<file path="src/rtl/dce_pkg.sv">
package dce_pkg;
  localparam int REG_W        = 32;
  localparam int PHASE_W      = 6;
  localparam int CORE_LSB     = 0;
  localparam int BUS_LSB      = 8;
  localparam int IDLE_DIS_BIT = 14;
  localparam int BUS_SEL_BIT  = 15;
  localparam logic [REG_W-1:0] WR_MASK =
      (REG_W'((1 << PHASE_W) - 1) << CORE_LSB) |
      (REG_W'((1 << PHASE_W) - 1) << BUS_LSB) |
      (REG_W'(1) << IDLE_DIS_BIT) |
      (REG_W'(1) << BUS_SEL_BIT);
  localparam logic [REG_W-1:0] RST_WORD = REG_W'(32) << BUS_LSB;

  typedef struct packed {
    logic               bus_sel;
    logic               idle_dis;
    logic [PHASE_W-1:0] bus_phase;
    logic [PHASE_W-1:0] core_phase;
  } cfg_t;
endpackage

</file>
<file path="src/rtl/dce_cfg_reg.sv">
module dce_cfg_reg
  import dce_pkg::*;
(
  input  logic             clk,
  input  logic             rst_n,
  input  logic             we,
  input  logic [REG_W-1:0] wdata,
  output logic [REG_W-1:0] rdata,
  output cfg_t             cfg
);
  logic [REG_W-1:0] word_q;

  always_ff @(posedge clk or negedge rst_n) begin
    if (!rst_n)  word_q <= RST_WORD;
    else if (we) word_q <= wdata & WR_MASK;
  end

  assign rdata          = word_q;
  assign cfg.core_phase = word_q[CORE_LSB +: PHASE_W];
  assign cfg.bus_phase  = word_q[BUS_LSB +: PHASE_W];
  assign cfg.idle_dis   = word_q[IDLE_DIS_BIT];
  assign cfg.bus_sel    = word_q[BUS_SEL_BIT];
endmodule

</file>
<file path="src/rtl/dce_rate_gen.sv">
module dce_rate_gen #(
  parameter int            PW        = 6,
  parameter logic [PW-1:0] RST_PHASE = '0
) (
  input  logic          clk,
  input  logic          rst_n,
  input  logic          src_stb,
  input  logic [PW-1:0] req_phase,
  input  logic          req_div,
  output logic          stb,
  output logic [PW-1:0] act_phase_o,
  output logic          act_div_o
);
  logic [PW-1:0] act_phase, cnt;
  logic          act_div;
  logic [PW:0]   sum;
  logic          hit, cfg_new;

  always_comb begin
    sum = {1'b0, cnt} + {1'b0, act_phase};
    if (act_div)              hit = (cnt == act_phase);
    else if (act_phase == '0) hit = 1'b1;
    else                      hit = sum[PW];
  end

  assign cfg_new     = (req_phase != act_phase) || (req_div != act_div);
  assign stb         = src_stb & hit;
  assign act_phase_o = act_phase;
  assign act_div_o   = act_div;

  always_ff @(posedge clk or negedge rst_n) begin
    if (!rst_n) begin
      act_phase <= RST_PHASE;
      act_div   <= 1'b0;
      cnt       <= '0;
    end else if (src_stb) begin
      if (hit) begin
        act_phase <= req_phase;
        act_div   <= req_div;
        if (act_div || cfg_new) cnt <= '0;
        else                    cnt <= sum[PW-1:0];
      end else if (act_div) begin
        cnt <= cnt + 1'b1;
      end else begin
        cnt <= sum[PW-1:0];
      end
    end
  end
endmodule

</file>
<file path="src/rtl/dual_clk_enable_gen.sv">
module dual_clk_enable_gen
  import dce_pkg::*;
(
  input  logic             clk,
  input  logic             rst_n,
  input  logic             cfg_we,
  input  logic [REG_W-1:0] cfg_wdata,
  output logic [REG_W-1:0] cfg_rdata,
  input  logic [1:0]       rate_mode,
  input  logic             idle,
  output logic             core_stb,
  output logic             bus_stb,
  output logic             phase_err
);
  localparam logic [PHASE_W-1:0] MAX_ACC = PHASE_W'(1 << (PHASE_W - 1));

  cfg_t               cfg;
  logic [PHASE_W-1:0] core_req, bus_req;
  logic               core_bad, bus_bad, err_q;
  logic               bus_src, bus_raw;
  logic [PHASE_W-1:0] core_act_phase, bus_act_phase;
  logic               core_act_div, bus_act_div;

  dce_cfg_reg u_reg (
    .clk(clk), .rst_n(rst_n), .we(cfg_we), .wdata(cfg_wdata),
    .rdata(cfg_rdata), .cfg(cfg)
  );

  // Illegal accumulator phases are clamped before they reach a generator.
  assign core_bad = !rate_mode[0] && (cfg.core_phase > MAX_ACC);
  assign bus_bad  = !rate_mode[1] && (cfg.bus_phase > MAX_ACC);
  assign core_req = core_bad ? MAX_ACC : cfg.core_phase;
  assign bus_req  = bus_bad ? MAX_ACC : cfg.bus_phase;

  always_ff @(posedge clk or negedge rst_n) begin
    if (!rst_n) err_q <= 1'b0;
    else        err_q <= err_q | core_bad | bus_bad;
  end
  assign phase_err = err_q;

  dce_rate_gen #(.PW(PHASE_W), .RST_PHASE('0)) u_core (
    .clk(clk), .rst_n(rst_n), .src_stb(1'b1),
    .req_phase(core_req), .req_div(rate_mode[0]),
    .stb(core_stb), .act_phase_o(core_act_phase), .act_div_o(core_act_div)
  );

  assign bus_src = cfg.bus_sel ? core_stb : 1'b1;

  dce_rate_gen #(.PW(PHASE_W), .RST_PHASE(MAX_ACC)) u_bus (
    .clk(clk), .rst_n(rst_n), .src_stb(bus_src),
    .req_phase(bus_req), .req_div(rate_mode[1]),
    .stb(bus_raw), .act_phase_o(bus_act_phase), .act_div_o(bus_act_div)
  );

  // The generator keeps running in idle; only the strobe is masked.
  assign bus_stb = bus_raw & ~(idle & cfg.idle_dis);
endmodule

</file>
<file path="config.mk">
export PLATFORM = sky130hd
export DESIGN_NAME = dual_clk_enable_gen
export DESIGN_NICKNAME = d
export VERILOG_FILES = /design/src/rtl/dce_pkg.sv /design/src/rtl/dce_cfg_reg.sv /design/src/rtl/dce_rate_gen.sv /design/src/rtl/dual_clk_enable_gen.sv
export SDC_FILE = /design/constraint.sdc
export NUM_CORES = 1
export LEC_CHECK = 0
export ABC_AREA = 1
export BUFFER_PORTS_ARGS = -buffer_cell sky130_fd_sc_hd__buf_2
export CORE_MARGIN = 2
export CORE_UTILIZATION = 45
export DETAILED_ROUTE_END_ITERATION = 7
export HOLD_SLACK_MARGIN = 0.12
export PLACE_DENSITY = 0.76
export SETUP_SLACK_MARGIN = 0.05
export SKIP_LAST_GASP = 1
export SLEW_MARGIN = 5
export SYNTH_ARGS = -nofsm -noshare
export SYNTH_HDL_FRONTEND = slang
export SYNTH_HIERARCHICAL = 1
export SYNTH_SLANG_ARGS = --single-unit
</file>
<file path="constraint.sdc">
create_clock -name clk -period 2.95 [get_ports clk]
set_input_delay 0.1475 -clock clk [delete_from_list [all_inputs] [get_ports clk]]
set_output_delay 0.1475 -clock clk [all_outputs]
set_load 0.02 [all_outputs]
</file>
Yosys cells after proc, flatten, opt, wreduce, memory -nomap -nowiden
Cells that the tools add are included.
{ "totals": {"out_inout_bits": 35, "mem_bits_ro": 0, "ram_bits": 0, "elab_cells": 50, "mem_count": 0, "latchBits": 0, "regBits": 41, "inputBits": 38} }
{ "op_classes": {"mux": 13, "order_cmp": 2, "n_addsub": 4, "n_reduce_logical": 11, "eq_ne": 6, "n_bitwise": 6, "n_div": 0, "multipliers": 0, "shift": 0} }
{ "op_table": {"columns": ["cell", "n"], "rows": [
  ["2-to-1 mux 6 bit", 8],
  ["adder 6 x 6 -> 7 bit", 2],
  ["adder 6 x 1 -> 6 bit, second input constant", 2],
  ["equality test 6 bit", 2],
  ["> comparator 6 bit, second input constant", 2],
  ["zero test 6 bit", 2],
  ["inequality test 6 bit", 2],
  ["2-to-1 mux 1 bit", 5],
  ["logical OR 1 bit", 4],
  ["AND 1 bit", 3],
  ["logical AND 1 bit", 2],
  ["zero test 1 bit", 2],
  ["inequality test 1 bit", 2],
  ["bitwise OR 1 bit", 2],
  ["AND reduction 2 bit", 1],
  ["inverter 1 bit", 1]
]} }

Longest topological paths before layout
{ "logic_depth": {"ltp_word": 8, "depth_mapped": 16, "mapped_depth_nobuf": 15} }

Modules after synthesis
Netlist, hierarchy kept.
{ "modules_own_cells": {"columns": ["module", "seq_area_each_um2", "instances", "area_per_inst_um2", "cells_per_inst"], "rows": [
  ["dce_rate_gen (u_bus)", 326.6, 1, 1231.2, 186],
  ["dce_rate_gen (u_core)", 325.3, 1, 1226.2, 183],
  ["dce_cfg_reg", 351.6, 1, 775.7, 92],
  ["dual_clk_enable_gen", 25.0, 1, 227.7, 43]
]} }

Least setup slack after synthesis
No wires, ideal clock.
{ "synth_timing": {"path_kind": "flip-flop to output port", "start": "reg u_core.act_phase[4], in the netlist u_core/act_phase_o[4]", "end": "out bus_stb", "n_path_buf": 1, "required_ns": 2.803, "path_stages_with_launch": 16, "path_slack_ns": 0.578, "arrival_ns": 2.225, "cell_sequence": "dfrtp_1 -> ha_1 -> nand2_1 -> inv_2 -> nand3_2 -> nand4_2 -> nand2_4 -> inv_6 -> nand2_4 -> inv_1 -> inv_1 -> nand2_1 -> buf_6 -> nand2_4 -> inv_2 -> a21boi_1"} }
{ "synth_via": {"elab_chain_len": 6, "elab_cells_between_ends": 8, "classes_between": "add/sub: 1; eq/ne: 1; mux: 3; bitwise: 2; reduce/logical: 1"} }
{ "synth_lines": {"columns": ["element", "line_no", "text"], "rows": [
  ["from (decl)", "dce_rate_gen.sv:14", "logic [PW-1:0] act_phase, cnt;"],
  ["from (signal assigned)", "dce_rate_gen.sv:38", "act_phase <= req_phase;"],
  ["adder 6 x 6 -> 7 bit or zero test 6 bit (tied branches)", "dce_rate_gen.sv:20, dce_rate_gen.sv:22", null],
  ["2-to-1 mux 1 bit", "dce_rate_gen.sv:22", "else if (act_phase == '0) hit = 1'b1;"],
  ["2-to-1 mux 1 bit (*)", "dce_rate_gen.sv:21", "if (act_div) hit = (cnt == act_phase);"],
  ["named net core_stb", "dual_clk_enable_gen.sv:11", "output logic core_stb,"],
  ["2-to-1 mux 1 bit (*)", "dual_clk_enable_gen.sv:47", "assign bus_src = cfg.bus_sel ? core_stb : 1'b1;"],
  ["named net bus_src", "dual_clk_enable_gen.sv:20", "logic bus_src, bus_raw;"],
  ["AND 1 bit (*)", "dce_rate_gen.sv:27", "assign stb = src_stb & hit;"],
  ["named net bus_raw", "dual_clk_enable_gen.sv:20", null],
  ["AND 1 bit (*)", "dual_clk_enable_gen.sv:56", "assign bus_stb = bus_raw & ~(idle & cfg.idle_dis);"],
  ["to (decl)", "dual_clk_enable_gen.sv:12", "output logic bus_stb,"]
]} }
The timed path passes the listed nets; every way through them passes the cells marked *.

Worst setup path after layout
{ "layout_timing": {"start": "reg u_core.cnt[4]", "end": "out bus_stb"} }
{ "layout_via": {"elab_chain_len": 6, "elab_cells_between_ends": 7, "classes_between": "add/sub: 1; eq/ne: 1; mux: 3; bitwise: 2"} }
{ "layout_lines": {"columns": ["element", "line_no", "text"], "rows": [
  ["from (decl)", "dce_rate_gen.sv:14", null],
  ["from (signal assigned)", "dce_rate_gen.sv:41", "else cnt <= sum[PW-1:0];"],
  ["from (signal assigned)", "dce_rate_gen.sv:43", "cnt <= cnt + 1'b1;"],
  ["from (signal assigned)", "dce_rate_gen.sv:45", "cnt <= sum[PW-1:0];"],
  ["adder 6 x 6 -> 7 bit", "dce_rate_gen.sv:20", "sum = {1'b0, cnt} + {1'b0, act_phase};"],
  ["2-to-1 mux 1 bit", "dce_rate_gen.sv:22", null],
  ["2-to-1 mux 1 bit (*)", "dce_rate_gen.sv:21", null],
  ["2-to-1 mux 1 bit (*)", "dual_clk_enable_gen.sv:47", null],
  ["named net bus_src", "dual_clk_enable_gen.sv:20", null],
  ["AND 1 bit (*)", "dce_rate_gen.sv:27", null],
  ["named net bus_raw", "dual_clk_enable_gen.sv:20", null],
  ["AND 1 bit (*)", "dual_clk_enable_gen.sv:56", null]
]} }
Marks and branches as above.

==> impl_metrics.tcl <==
set metrics [dict create \
    tightest_slew_ns 0.913 \
    avgSynthCellArea_um2 6.87 \
    worstPathMaxFanout 8 \
    worst_r2r_endpoint "u_bus/act_phase_o[2]" \
    cp_common_cell "nand2_4" \
    startpoint "u_core/cnt[4]" \
    totalPowerFinal_mw 3.79 \
    cts_made_buffers 5 \
    setup-violations-final 0 \
    path_buf_inv 6 \
    layout-drive-gt1-share 0.196 \
    outcome "complete, no violations" \
    max_stage_delay_ns 0.46 \
    min_period_over_period 0.908 \
    end_kind "output port" \
    critPathRequiredTime_ns 2.80 \
    power_frac_comb 0.601 \
    setup_tns_ns 0 \
    first_pass_iters 5 \
    worstSetupPathType "reg2out" \
    clock-sinks 41 \
    p_clk_frac 0.123 \
    antenna_found_initial 0 \
    drc_errors 0 \
    worstHoldPathCells 3 \
    synth_flop_cell "dfrtp_1" \
    cellInternalPower_mw 1.88 \
    slew_violations 0 \
    layout_setup_ws_ns 0.272 \
    routedWlPerCell_um 11.1 \
    cp-endpoint "bus_stb" \
    grt_max_degree 42 \
    core_um2 7330 \
    postSynth.asyncResetShare 1.00 \
    syn_area_um2 3460 \
    num_rows 31 \
    cp_slowest_cell "dfrtp_1" \
    synth-edff-count 0 \
    rsz0062_at_grt "no" \
    ys_seq_area_frac 0.297 \
    peakVddDrop_v 0.000375 \
    sw_frac_of_total 0.503 \
    syn2layout_area_growth_pct 9.44 \
    cts_tree "built" \
    drtIter0Drc 125 \
    p_sw_mw 1.90 \
    hpwlAfterDp_um 5300 \
    drtAntennaViolNets 0 \
    r2r_cells 14 \
    start_util 0.472 \
    max-clock-path-buffers 2 \
    finalCriticalPeriod_ns 2.68 \
    cp.depth 15 \
    arrival_ns 2.53 \
    hp-class "in2reg" \
    holdWs_ns 0.160 \
    leakagePower_nw 2.10 \
    layout_commonest_cell "nand2_1" \
    die_h_um 91.7 \
    insertion_delay_ns 0.30 \
    start_kind "register" \
    ctsHtreeMaxLevel 2 \
    regToRegSetupSlack_ns 0.68 \
    gr-total-overflow 0 \
    layout_common_cells "nand2_1, inv_1, nand3_1" \
    grt_pass1_wl_um 12400 \
    cp_top_family "simple AND/OR/NAND/NOR gates" \
    cts-root-buf "clkbuf_8" \
    seq_power_share 0.276 \
    io_pins 73 \
    ys_ff_latch 41 \
    gp_congestion 0.840 \
    powerDensity_nw_per_um2 1000 \
    ys_warn_count 6 \
    crit_path_cell_trace "ha_1 -> nand2_1 -> inv_2 -> nand3_2 -> nand4_2 -> nand2_4 -> inv_6 -> nand2_4 -> inv_1 -> inv_1 -> nand2_2 -> nand2_4 -> inv_2 -> a21boi_1 -> buf_2" \
    n_antenna_cell 0 \
    finalHoldViolCount 0 \
    maxCapViolations 0 \
    clock_skew_ns 0.0102 \
    vias 2999 \
    dp_slack_ns 0.274 \
    worstReg2RegStart "u_core/act_phase_o[0]" \
    ys_types 35 \
    netlist_instances 504 \
    fmax_mhz 373 \
    relSlewSlack 0.391 \
    fillCellCount 684 \
    grt_pass1_vias 2732 \
    port_buffers 36 \
    clk_pin_slew_worst_paths_ns 0.09 \
    routed_wl_um 7080 \
    dieArea_um2 8410 \
    grt_usage 0.179 \
    nets 595 \
    fp.dieW_um 91.7 \
    via_per_inst 4.68 \
]
-- power by group through the flow --
| stage | clock network [mW] | registers (mW) | logic, mW |
|---|---|---|---|
| after floorplan | 0 | 0.939 | 2.00 |
| after global placement | 0 | 1.05 | 2.14 |
| after detailed placement | 0 | 1.05 | 2.21 |
| after CTS | 0.476 | 1.04 | 2.26 |
| after global routing | 0.496 | 1.08 | 2.61 |
| final | 0.466 | 1.04 | 2.28 |
-- synthesized netlist by cell type (2+ instances only) --
cell type / instances / area share
inv_1: 55 / 0.060
nor2_1: 33 / 0.036
nand3_2: 2 / 0.0058
dfrtp_1: 39 / 0.28
nand2_4: 4 / 0.013
a21oi_2: 2 / 0.0051
inv_2: 9 / 0.0098
inv_6: 2 / 0.0051
nor2_2: 7 / 0.013
o21ai_0: 9 / 0.013
xnor2_1: 4 / 0.010
ha_1: 14 / 0.051
buf_6: 5 / 0.016
nand4_1: 2 / 0.0036
clkbuf_1: 2 / 0.0022
nand3_1: 44 / 0.064
dfstp_2: 2 / 0.015
a21o_1: 4 / 0.0087
nand4_2: 2 / 0.0072
nor2_4: 4 / 0.013
o21ai_2: 9 / 0.023
a21oi_1: 2 / 0.0029
nand2_2: 12 / 0.022
fa_1: 2 / 0.012
mux2i_1: 2 / 0.0058
xor2_1: 4 / 0.010
buf_4: 33 / 0.072
nand2_1: 187 / 0.20
conb_1: 2 / 0.0022
-- worst min-delay path, cell delays in order --
cell and delay, ns:
buf_2 0.19, nand2_1 0.08, nand2_1 0.05
-- flip-flops by register name, summed over array words and instances, names as in the netlist --
name	flops
u_core/act_div_o	1
u_core/cnt	6
u_bus/act_phase_o	6
u_reg/rdata	14
u_bus/act_div_o	1
u_bus/cnt	6
u_core/act_phase_o	6
phase_err	1
-- stage by stage --
stage,std cells,area [µm²],util
4_1_cts,641,3780,0.516
5_1_grt,641,3790,0.517
3_3_place_gp,616,3500,0.477
2_1_floorplan,521,3520,-
6_report,641,3790,0.517
3_5_place_dp,616,3500,0.477
-- metal layers --
layer | up-vias | track usage | wire length, µm
li1 | 1571 | - | -
met1 | 1339 | 0.239 | 3220
met2 | 84 | 0.300 | 3430
met3 | 5 | 0.0345 | 366
met4 | 0 | 0.0473 | 70
met5 | - | 0 | 0
-- worst min path at each step --
| stage | start | endpoint | slack, ns |
|---|---|---|---|
| final | cfg_we | u_reg/rdata[13] | 0.16 |
| after global routing | rate_mode[0] | u_core/act_div_o | 0.18 |
| after CTS | rate_mode[0] | u_core/act_div_o | 0.15 |
| after detailed placement | rst_n | u_bus/act_phase_o[3] | 0.34 |
| after global placement | rst_n | u_bus/cnt[5] | 0.34 |
| after floorplan | rst_n | phase_err | -0.15 |
-- cell families (layout without fill, tap and decap cells) --
family	count (synthesis)	count (layout)	share of synthesized area
AND/OR/NAND/NOR	297	297	0.379
buffers and inverters	110	131	0.177
flip-flops	41	41	0.297
AO/OA/AOI/OAI	28	28	0.0560
adder cells (fa/ha/maj)	16	16	0.0622
XOR/XNOR	8	8	0.0202
other	2	19	0.00217
multiplexers	2	2	0.00578
-- timing repair --
item                                   in CTS  in global routing
pin swaps                                   1                  0
resized for setup                           0                  3
endpoints found under the hold margin      54                  0
hold buffers                               16                  0
setup endpoints to repair                   1                  1
setup buffers                               1                  0
-- cell type report --
cell class	instances	area (µm²)	area share
Clock buffer	5	68.8	0.0182
Clock inverter	3	46.3	0.0122
Inverter	68	267	0.0704
Multi-Input combinational cell	370	1890	0.499
Sequential cell	41	1030	0.272
Tap cell	99	124	0.0327
Timing Repair Buffer	55	363	0.0958
No activity file was read; power rests on OpenSTA's default activity.
